### src/rtl/fsc_pkg.sv
package fsc_pkg;

    localparam int NUM_CODES = 3;

    typedef enum logic [2:0] {
        S_IDLE,
        S_CONFIRM,
        S_ARMED,
        S_LOCKED,
        S_RESTART
    } fsc_state_e;

endpackage

### src/rtl/fsc_err_cnt.sv
module fsc_err_cnt #(
    parameter int CNT_W = 3
) (
    input  logic             clk,
    input  logic             rst_n,
    input  logic             clr,
    input  logic             inc,
    output logic [CNT_W-1:0] cnt
);

    localparam logic [CNT_W-1:0] CNT_MAX = '1;
    localparam logic [CNT_W-1:0] CNT_ONE = CNT_W'(1);

    always_ff @(posedge clk) begin
        if (!rst_n) begin
            cnt <= '0;
        end else if (clr) begin
            cnt <= '0;
        end else if (inc && (cnt != CNT_MAX)) begin
            cnt <= cnt + CNT_ONE;
        end
    end

    // a full counter never wraps
    a_r7_saturate : assert property (@(posedge clk) disable iff (!rst_n)
        (!clr && cnt == CNT_MAX) |=> (cnt == CNT_MAX));

    // below the ceiling each mismatch adds exactly one
    a_r7_step : assert property (@(posedge clk) disable iff (!rst_n)
        (!clr && inc && cnt != CNT_MAX) |=> (cnt == $past(cnt) + CNT_ONE));

endmodule

### src/rtl/fsc_ctrl.sv
module fsc_ctrl
    import fsc_pkg::*;
#(
    parameter int WORD_W       = 5,
    parameter int DECIDE_WORD  = 24,
    parameter int DECLARE_WORD = 28
) (
    input  logic                 clk,
    input  logic                 rst_n,
    input  logic                 sync_found,
    input  logic [1:0]           code_sel,
    input  logic                 samp_vld,
    input  logic [WORD_W-1:0]    samp_word,
    input  logic [NUM_CODES-1:0] cnt_over,
    output logic                 confirm_act,
    output logic                 lock_act,
    output logic [NUM_CODES-1:0] arm_oh,
    output logic                 frame_sync,
    output logic                 search_restart
);

    localparam logic [WORD_W-1:0] DECIDE_W  = WORD_W'(DECIDE_WORD);
    localparam logic [WORD_W-1:0] DECLARE_W = WORD_W'(DECLARE_WORD);

    fsc_state_e           state_q, state_d;
    logic [NUM_CODES-1:0] sel_oh_q;
    logic                 at_decide, at_declare, sel_failed;

    function automatic logic [NUM_CODES-1:0] sel_decode(input logic [1:0] s);
        case (s)
            2'd0:    sel_decode = 3'b001;
            2'd1:    sel_decode = 3'b010;
            default: sel_decode = 3'b100;
        endcase
    endfunction

    assign at_decide  = samp_vld && (samp_word == DECIDE_W);
    assign at_declare = samp_vld && (samp_word == DECLARE_W);
    assign sel_failed = |(cnt_over & sel_oh_q);

    // state register (with the latched pattern choice)
    always_ff @(posedge clk) begin
        if (!rst_n) begin
            state_q  <= S_IDLE;
            sel_oh_q <= 3'b001;
        end else begin
            state_q <= state_d;
            if (sync_found && (state_q != S_LOCKED)) begin
                sel_oh_q <= sel_decode(code_sel);
            end
        end
    end

    // next state
    always_comb begin
        state_d = state_q;
        unique case (state_q)
            S_IDLE, S_RESTART: begin
                state_d = sync_found ? S_CONFIRM : S_IDLE;
            end
            S_CONFIRM: begin
                if (sync_found) begin
                    state_d = S_CONFIRM;
                end else if (at_decide) begin
                    state_d = sel_failed ? S_RESTART : S_ARMED;
                end
            end
            S_ARMED: begin
                if (sync_found) begin
                    state_d = S_CONFIRM;
                end else if (at_declare) begin
                    state_d = S_LOCKED;
                end
            end
            S_LOCKED: begin
                state_d = S_LOCKED;
            end
            default: begin
                state_d = S_IDLE;
            end
        endcase
    end

    // outputs
    always_comb begin
        confirm_act    = (state_q == S_CONFIRM);
        lock_act       = (state_q == S_LOCKED);
        frame_sync     = (state_q == S_LOCKED);
        search_restart = (state_q == S_RESTART);
        arm_oh         = sel_oh_q;
    end

    // the restart request lasts one cycle
    a_r5_restart_one_cycle : assert property (@(posedge clk) disable iff (!rst_n)
        search_restart |=> !search_restart);

    // a restart never coexists with sync
    a_r5_restart_no_sync : assert property (@(posedge clk) disable iff (!rst_n)
        search_restart |-> !frame_sync);

    // sync is sticky
    a_r6_sync_sticky : assert property (@(posedge clk) disable iff (!rst_n)
        frame_sync |=> frame_sync);

    // a fresh candidate keeps confirmation running
    a_r11_candidate_wins : assert property (@(posedge clk) disable iff (!rst_n)
        (confirm_act && sync_found) |=> (confirm_act && !search_restart));

    // exactly one pattern is armed
    a_r3_single_arm : assert property (@(posedge clk) disable iff (!rst_n)
        confirm_act |-> ($countones(arm_oh) == 1));

endmodule

### src/rtl/fsc_code_report.sv
module fsc_code_report
    import fsc_pkg::*;
(
    input  logic                 clk,
    input  logic                 rst_n,
    input  logic                 report,
    input  logic [NUM_CODES-1:0] cnt_ok,
    output logic                 code_valid,
    output logic [NUM_CODES-1:0] code_hit,
    output logic                 code_ambig
);

    always_ff @(posedge clk) begin
        if (!rst_n) begin
            code_valid <= 1'b0;
            code_hit   <= '0;
            code_ambig <= 1'b0;
        end else begin
            code_valid <= report;
            if (report) begin
                code_hit   <= cnt_ok;
                code_ambig <= ($countones(cnt_ok) != 1);
            end
        end
    end

    // an unambiguous report names exactly one pattern
    a_r10_single_hit : assert property (@(posedge clk) disable iff (!rst_n)
        (code_valid && !code_ambig) |-> ($countones(code_hit) == 1));

    // the report is held between updates
    a_r10_hold : assert property (@(posedge clk) disable iff (!rst_n)
        !report |=> $stable(code_hit));

endmodule

### src/rtl/fsync_confirm.sv
module fsync_confirm
    import fsc_pkg::*;
#(
    parameter int WORD_W       = 5,
    parameter int CODE_LEN     = 23,
    parameter int CNT_W        = 3,
    parameter int ACQ_FIRST    = 12,
    parameter int ACQ_LAST     = 23,
    parameter int MAINT_FIRST  = 1,
    parameter int MAINT_LAST   = 23,
    parameter int DECIDE_WORD  = 24,
    parameter int DECLARE_WORD = 28,
    parameter int CLEAR_WORD   = 29,
    parameter int ACQ_LIMIT    = 3,
    parameter int MAINT_LIMIT  = 2
) (
    input  logic                clk,
    input  logic                rst_n,
    input  logic                word_strobe,
    input  logic                scan_end,
    input  logic                ovh_bit,
    input  logic [WORD_W-1:0]   word_idx,
    input  logic                sync_found,
    input  logic [1:0]          code_sel,
    input  logic [CODE_LEN-1:0] ref_code_a,
    input  logic [CODE_LEN-1:0] ref_code_b,
    input  logic [CODE_LEN-1:0] ref_code_c,
    output logic                frame_sync,
    output logic                search_restart,
    output logic                code_valid,
    output logic [2:0]          code_hit,
    output logic                code_ambig
);

    localparam logic [WORD_W-1:0] ACQ_FIRST_W   = WORD_W'(ACQ_FIRST);
    localparam logic [WORD_W-1:0] ACQ_LAST_W    = WORD_W'(ACQ_LAST);
    localparam logic [WORD_W-1:0] MAINT_FIRST_W = WORD_W'(MAINT_FIRST);
    localparam logic [WORD_W-1:0] MAINT_LAST_W  = WORD_W'(MAINT_LAST);
    localparam logic [WORD_W-1:0] DECIDE_W      = WORD_W'(DECIDE_WORD);
    localparam logic [WORD_W-1:0] CLEAR_W       = WORD_W'(CLEAR_WORD);
    localparam logic [WORD_W-1:0] WORD_ONE      = WORD_W'(1);
    localparam logic [CNT_W-1:0]  ACQ_LIM_C     = CNT_W'(ACQ_LIMIT);
    localparam logic [CNT_W-1:0]  MAINT_LIM_C   = CNT_W'(MAINT_LIMIT);

    // data-in stage
    logic              samp_vld, samp_bit;
    logic [WORD_W-1:0] samp_word;

    always_ff @(posedge clk) begin
        if (!rst_n) begin
            samp_vld  <= 1'b0;
            samp_bit  <= 1'b0;
            samp_word <= '0;
        end else begin
            samp_vld <= word_strobe && scan_end;
            if (word_strobe && scan_end) begin
                samp_bit  <= ovh_bit;
                samp_word <= word_idx;
            end
        end
    end

    logic [NUM_CODES-1:0][CODE_LEN-1:0] refs;
    logic [NUM_CODES-1:0][CNT_W-1:0]    cnt_v;
    logic [NUM_CODES-1:0] arm_oh, cnt_over, cnt_ok, cnt_inc;
    logic [WORD_W-1:0]    bit_idx;
    logic in_acq, in_maint, clr_all, confirm_act, lock_act, report;

    assign refs[0] = ref_code_a;
    assign refs[1] = ref_code_b;
    assign refs[2] = ref_code_c;

    assign bit_idx  = samp_word - WORD_ONE;
    assign in_acq   = samp_vld && (samp_word >= ACQ_FIRST_W) && (samp_word <= ACQ_LAST_W);
    assign in_maint = samp_vld && (samp_word >= MAINT_FIRST_W) && (samp_word <= MAINT_LAST_W);
    assign clr_all  = (sync_found && !lock_act) || (samp_vld && (samp_word == CLEAR_W));
    assign report   = lock_act && samp_vld && (samp_word == DECIDE_W);

    for (genvar i = 0; i < NUM_CODES; i++) begin : g_code
        logic mism;
        assign mism       = samp_bit ^ refs[i][bit_idx];
        assign cnt_inc[i] = mism && ((confirm_act && arm_oh[i] && in_acq) ||
                                     (lock_act && in_maint));
        fsc_err_cnt #(.CNT_W(CNT_W)) u_cnt (
            .clk   (clk),
            .rst_n (rst_n),
            .clr   (clr_all),
            .inc   (cnt_inc[i]),
            .cnt   (cnt_v[i])
        );
        assign cnt_over[i] = (cnt_v[i] >= ACQ_LIM_C);
        assign cnt_ok[i]   = (cnt_v[i] <= MAINT_LIM_C);
    end

    fsc_ctrl #(
        .WORD_W       (WORD_W),
        .DECIDE_WORD  (DECIDE_WORD),
        .DECLARE_WORD (DECLARE_WORD)
    ) u_ctrl (
        .clk            (clk),
        .rst_n          (rst_n),
        .sync_found     (sync_found),
        .code_sel       (code_sel),
        .samp_vld       (samp_vld),
        .samp_word      (samp_word),
        .cnt_over       (cnt_over),
        .confirm_act    (confirm_act),
        .lock_act       (lock_act),
        .arm_oh         (arm_oh),
        .frame_sync     (frame_sync),
        .search_restart (search_restart)
    );

    fsc_code_report u_report (
        .clk        (clk),
        .rst_n      (rst_n),
        .report     (report),
        .cnt_ok     (cnt_ok),
        .code_valid (code_valid),
        .code_hit   (code_hit),
        .code_ambig (code_ambig)
    );

    // an unqualified cycle produces no sample
    a_r2_qualified_only : assert property (@(posedge clk) disable iff (!rst_n)
        !(word_strobe && scan_end) |=> !samp_vld);

    // counters read zero after the clearing word
    a_r8_clear : assert property (@(posedge clk) disable iff (!rst_n)
        (samp_vld && samp_word == CLEAR_W) |=> (cnt_v == '0));

    // words before the window leave confirmation counts untouched
    a_r4_pre_window : assert property (@(posedge clk) disable iff (!rst_n)
        (confirm_act && !clr_all && samp_vld && samp_word < ACQ_FIRST_W) |=> $stable(cnt_v));

    // reports only come while locked
    a_r10_only_locked : assert property (@(posedge clk) disable iff (!rst_n)
        code_valid |-> frame_sync);

endmodule

### config.mk
export PLATFORM = sky130hd
export DESIGN_NAME = fsync_confirm
export DESIGN_NICKNAME = d
export VERILOG_FILES = /design/src/rtl/fsc_pkg.sv /design/src/rtl/fsc_err_cnt.sv /design/src/rtl/fsc_ctrl.sv /design/src/rtl/fsc_code_report.sv /design/src/rtl/fsync_confirm.sv
export SDC_FILE = /design/constraint.sdc
export NUM_CORES = 1
export LEC_CHECK = 0
export BUFFER_PORTS_ARGS = -buffer_cell sky130_fd_sc_hd__buf_2
export CAP_MARGIN = 40
export CORE_ASPECT_RATIO = 0.7
export CORE_MARGIN = 5
export CORE_UTILIZATION = 25
export DETAILED_ROUTE_END_ITERATION = 10
export SETUP_SLACK_MARGIN = 0.3
export SLEW_MARGIN = 40
export SYNTH_ARGS = -nofsm -noshare
export SYNTH_HDL_FRONTEND = slang
export SYNTH_SLANG_ARGS = --single-unit
### constraint.sdc
create_clock -name clk -period 3.3 [get_ports clk]
set_input_delay 0 -clock clk [delete_from_list [all_inputs] [get_ports clk]]
set_output_delay 0 -clock clk [all_outputs]
set_load 0.005 [all_outputs]
==> qor.yml <==
gp_congestion: 0.816
routed_wirelength_mm: 6.39
cts_tree: "built"
synth_area_sq_um: 2320
antenna_cells: 0
ios: 89
worst_path_max_delay_cell: "dfxtp_1"
initial_core_util_pct: 25.6
drt-met1-wl_mm: 3.20
route.vias.total: 2242
die_h_um: 90.6
ir_drop_v: 0.000170
post_synth_fa_ha_maj_area_fraction_pct: 10.6
gr-usage-all-layers_pct: 11.4
slew_viol_final: 0
final.setup_skew_ns: 0.0106
crit_arrival_ns: 2.99
drt_iter0_markers: 130
syn_to_final_growth_pct: 30.7
nets: 442
synth_top_family_by_area: "multiplexers"
tns_ns: 0
cellPowerDensity_nw_per_um2: 281
hold_viol: 0
grt.overflow.total: 0
h-tree-depth: 1
synth_compound_area_share_pct: 15.0
synth_ff_type: "dfxtp_1"
cts_root_buffer: "clkbuf_16"
syn_inst: 251
ant_nets: 0
design_area_sq_um: 3040
place_area_sq_um: 2890
syn_area_per_cell_sq_um: 9.25
tightest_slew_ns: 0.690
clock_sinks: 27
status: "finished clean"
numCtsBuffers: 3
required_ns: 3.50
top_layer: "met4"
cp_cell_sequence: "inv_1 -> ha_2 -> xor2_4 -> buf_4 -> mux2_2 -> a221o_1 -> a311oi_2 -> mux2i_2 -> mux2i_1"
finalSetupViolCount: 0
max_stage_delay_ns: 0.43
synth-simple-area-share_pct: 18.9
core-area_sq_um: 9070
clock_latency_ns: 0.27
clk_pin_slew_worst_paths_ns: 0.07
rsz0062_at_grt: "no"
drc_errors: 0
via_per_inst: 4.83
wl_met3_um: 441
io_buffers: 88
criticalPathCategory: "flip-flop to flip-flop"
grt_antenna_before_repair: 0
ys_warn_count: 0
die_area_sq_um: 11300
ys_top_cells_by_area: "dfxtp_1 (23%), mux4_2 (13%), mux2i_1 (12%)"
final.setup.worst_slack_ns: 0.510
grt_pass1_vias: 2176
min_from: "word_idx[3]"
cp-end-kind: "flip-flop"
async_reset_ff_share_pct: 0
synth_xor_area_share_pct: 1.19
power.leakage_nw: 1.32
clk_path_buf_depth: 2
ys_ff_latch: 27
grt_max_degree: 25
fmax_ghz: 0.358
wl_per_cell_um: 13.8
synth_nets: 352
critPathMaxFanout: 7
timing.rr.start: "samp_word[1]"
fin_crit_ns: 2.79
synth_cell_types: 44
fp-row-count: 29
met2_length_mm: 2.73
fin_crit_sh_pct: 84.6
synth-edff-count: 0
place_ws_ns: 0.337
drive_gt1_share_pct: 36.2
netlist.area_leader.share_pct: 23.3
yosys.area.top_type: "dfxtp_1"
dp_hpwl_mm: 5.44
grt_pass1_wl_mm: 10.6
hp-class: "input port to flip-flop"
max-slew-margin-rel_pct: 53.6
muxShareOfSynthArea_pct: 26.3
worst_setup_path_start_kind: "flip-flop"
maxCapViolations: 0
ys_seq_area_share_pct: 23.3
drt-pass1-iter-count: 4
dieWidth_um: 125
crit_start: "samp_word[1]"
==> cells by family after synthesis <==
group	Yosys count
flip-flops	27
multiplexers	44
buffers and inverters	26
XOR/XNOR	1
AO/OA/AOI/OAI	48
AND/OR/NAND/NOR	86
adder cells (fa/ha/maj)	19
==> routing by layer <==
layer / up-vias / GRT usage [%]
li1: 1096 / -
met1: 1092 / 16.9
met2: 52 / 16.5
met3: 2 / 3.84
met4: 0 / 1.08
met5: - / 0
==> worst paths after layout <==
path	end	slack, ns	cells past startpoint
setup / recovery	g_code[1].u_cnt.cnt[1]	0.51	9
hold / removal	samp_word[3]	0.006	3
setup reg to reg	g_code[1].u_cnt.cnt[1]	0.51	9
hold reg to reg	u_ctrl.arm_oh[2]	0.50	2
==> registers in the layout, indices dropped and copies added, names as in the netlist <==
name                 count
u_report.code_ambig      1
g_code.u_cnt.cnt         9
u_ctrl.arm_oh            3
samp_word                5
u_report.code_hit        3
u_report.code_valid      1
samp_bit                 1
u_ctrl.state_q           3
samp_vld                 1
==> placed cells by master, fill, tap and decap left out, types with 3 or more instances in the layout <==
master,n
buf_2,88
nand2_1,31
clkbuf_16,3
nand3_1,11
nor2_1,9
inv_1,13
a21oi_1,14
a211o_1,5
mux4_2,13
a21boi_0,7
a2111oi_0,3
mux2i_2,3
dfxtp_1,27
nor2b_1,7
buf_4,7
dlygate4sd3_1,3
ha_1,17
nor3b_1,5
and3_1,3
mux2i_1,25
nand2b_1,9
nand3b_1,3
mux2_2,3
==> per-stage QoR <==
step                util (%)  hold slack, ns  cells  power [mW]
floorplan                  -           0.139    251       0.485
global placement        31.9           0.274    455       0.557
detailed placement      31.9           0.279    455       0.560
CTS                     33.1         0.00388    462       0.852
global route            33.5          0.0108    464       0.904
finish                  33.5         0.00614    464       0.853
==> final cells by class <==
type	count	area (sq um)
Clock buffer	3	75.1
Sequential cell	27	541
Fill cell	965	6040
Multi-Input combinational cell	198	1690
Timing Repair Buffer	98	523
Tap cell	124	155
Clock inverter	1	7.51
Inverter	13	48.8
==> Yosys cell counts, types with 5 or more instances <==
master and n:
nand3_1 11, nand2_1 31, nor2b_1 7, inv_1 13, ha_1 18, clkbuf_1 8
nand2b_1 9, mux2i_1 27, a21oi_1 14, nor2_1 9, a21boi_0 7, mux4_2 13
a211o_1 5, nor3b_1 5, dfxtp_1 27
==> worst max-delay path: cells and delay by family (launching register included) <==
kind | cells | cell delay (ns)
mux | 3 | 0.93
xor+xnor | 1 | 0.24
flops | 1 | 0.43
buf+inv | 2 | 0.28
fa+ha+maj | 1 | 0.25
compound gates | 2 | 0.59
==> report_power, final <==
part / internal (mW) / leakage [nW] / switching (mW)
Clock: 0.165 / 0.0371 / 0.123
Combinational: 0.125 / 1.07 / 0.0954
Sequential: 0.332 / 0.219 / 0.0116
Total: 0.623 / 1.32 / 0.230
==> timing repair <==
action	4_1_cts	5_1_grt
gates resized for setup	0	4
setup endpoints to repair	0	9
hold buffers	3	0
hold endpoints to repair	3	0
buffers inserted	0	2
(Power assumes the default switching activity.)
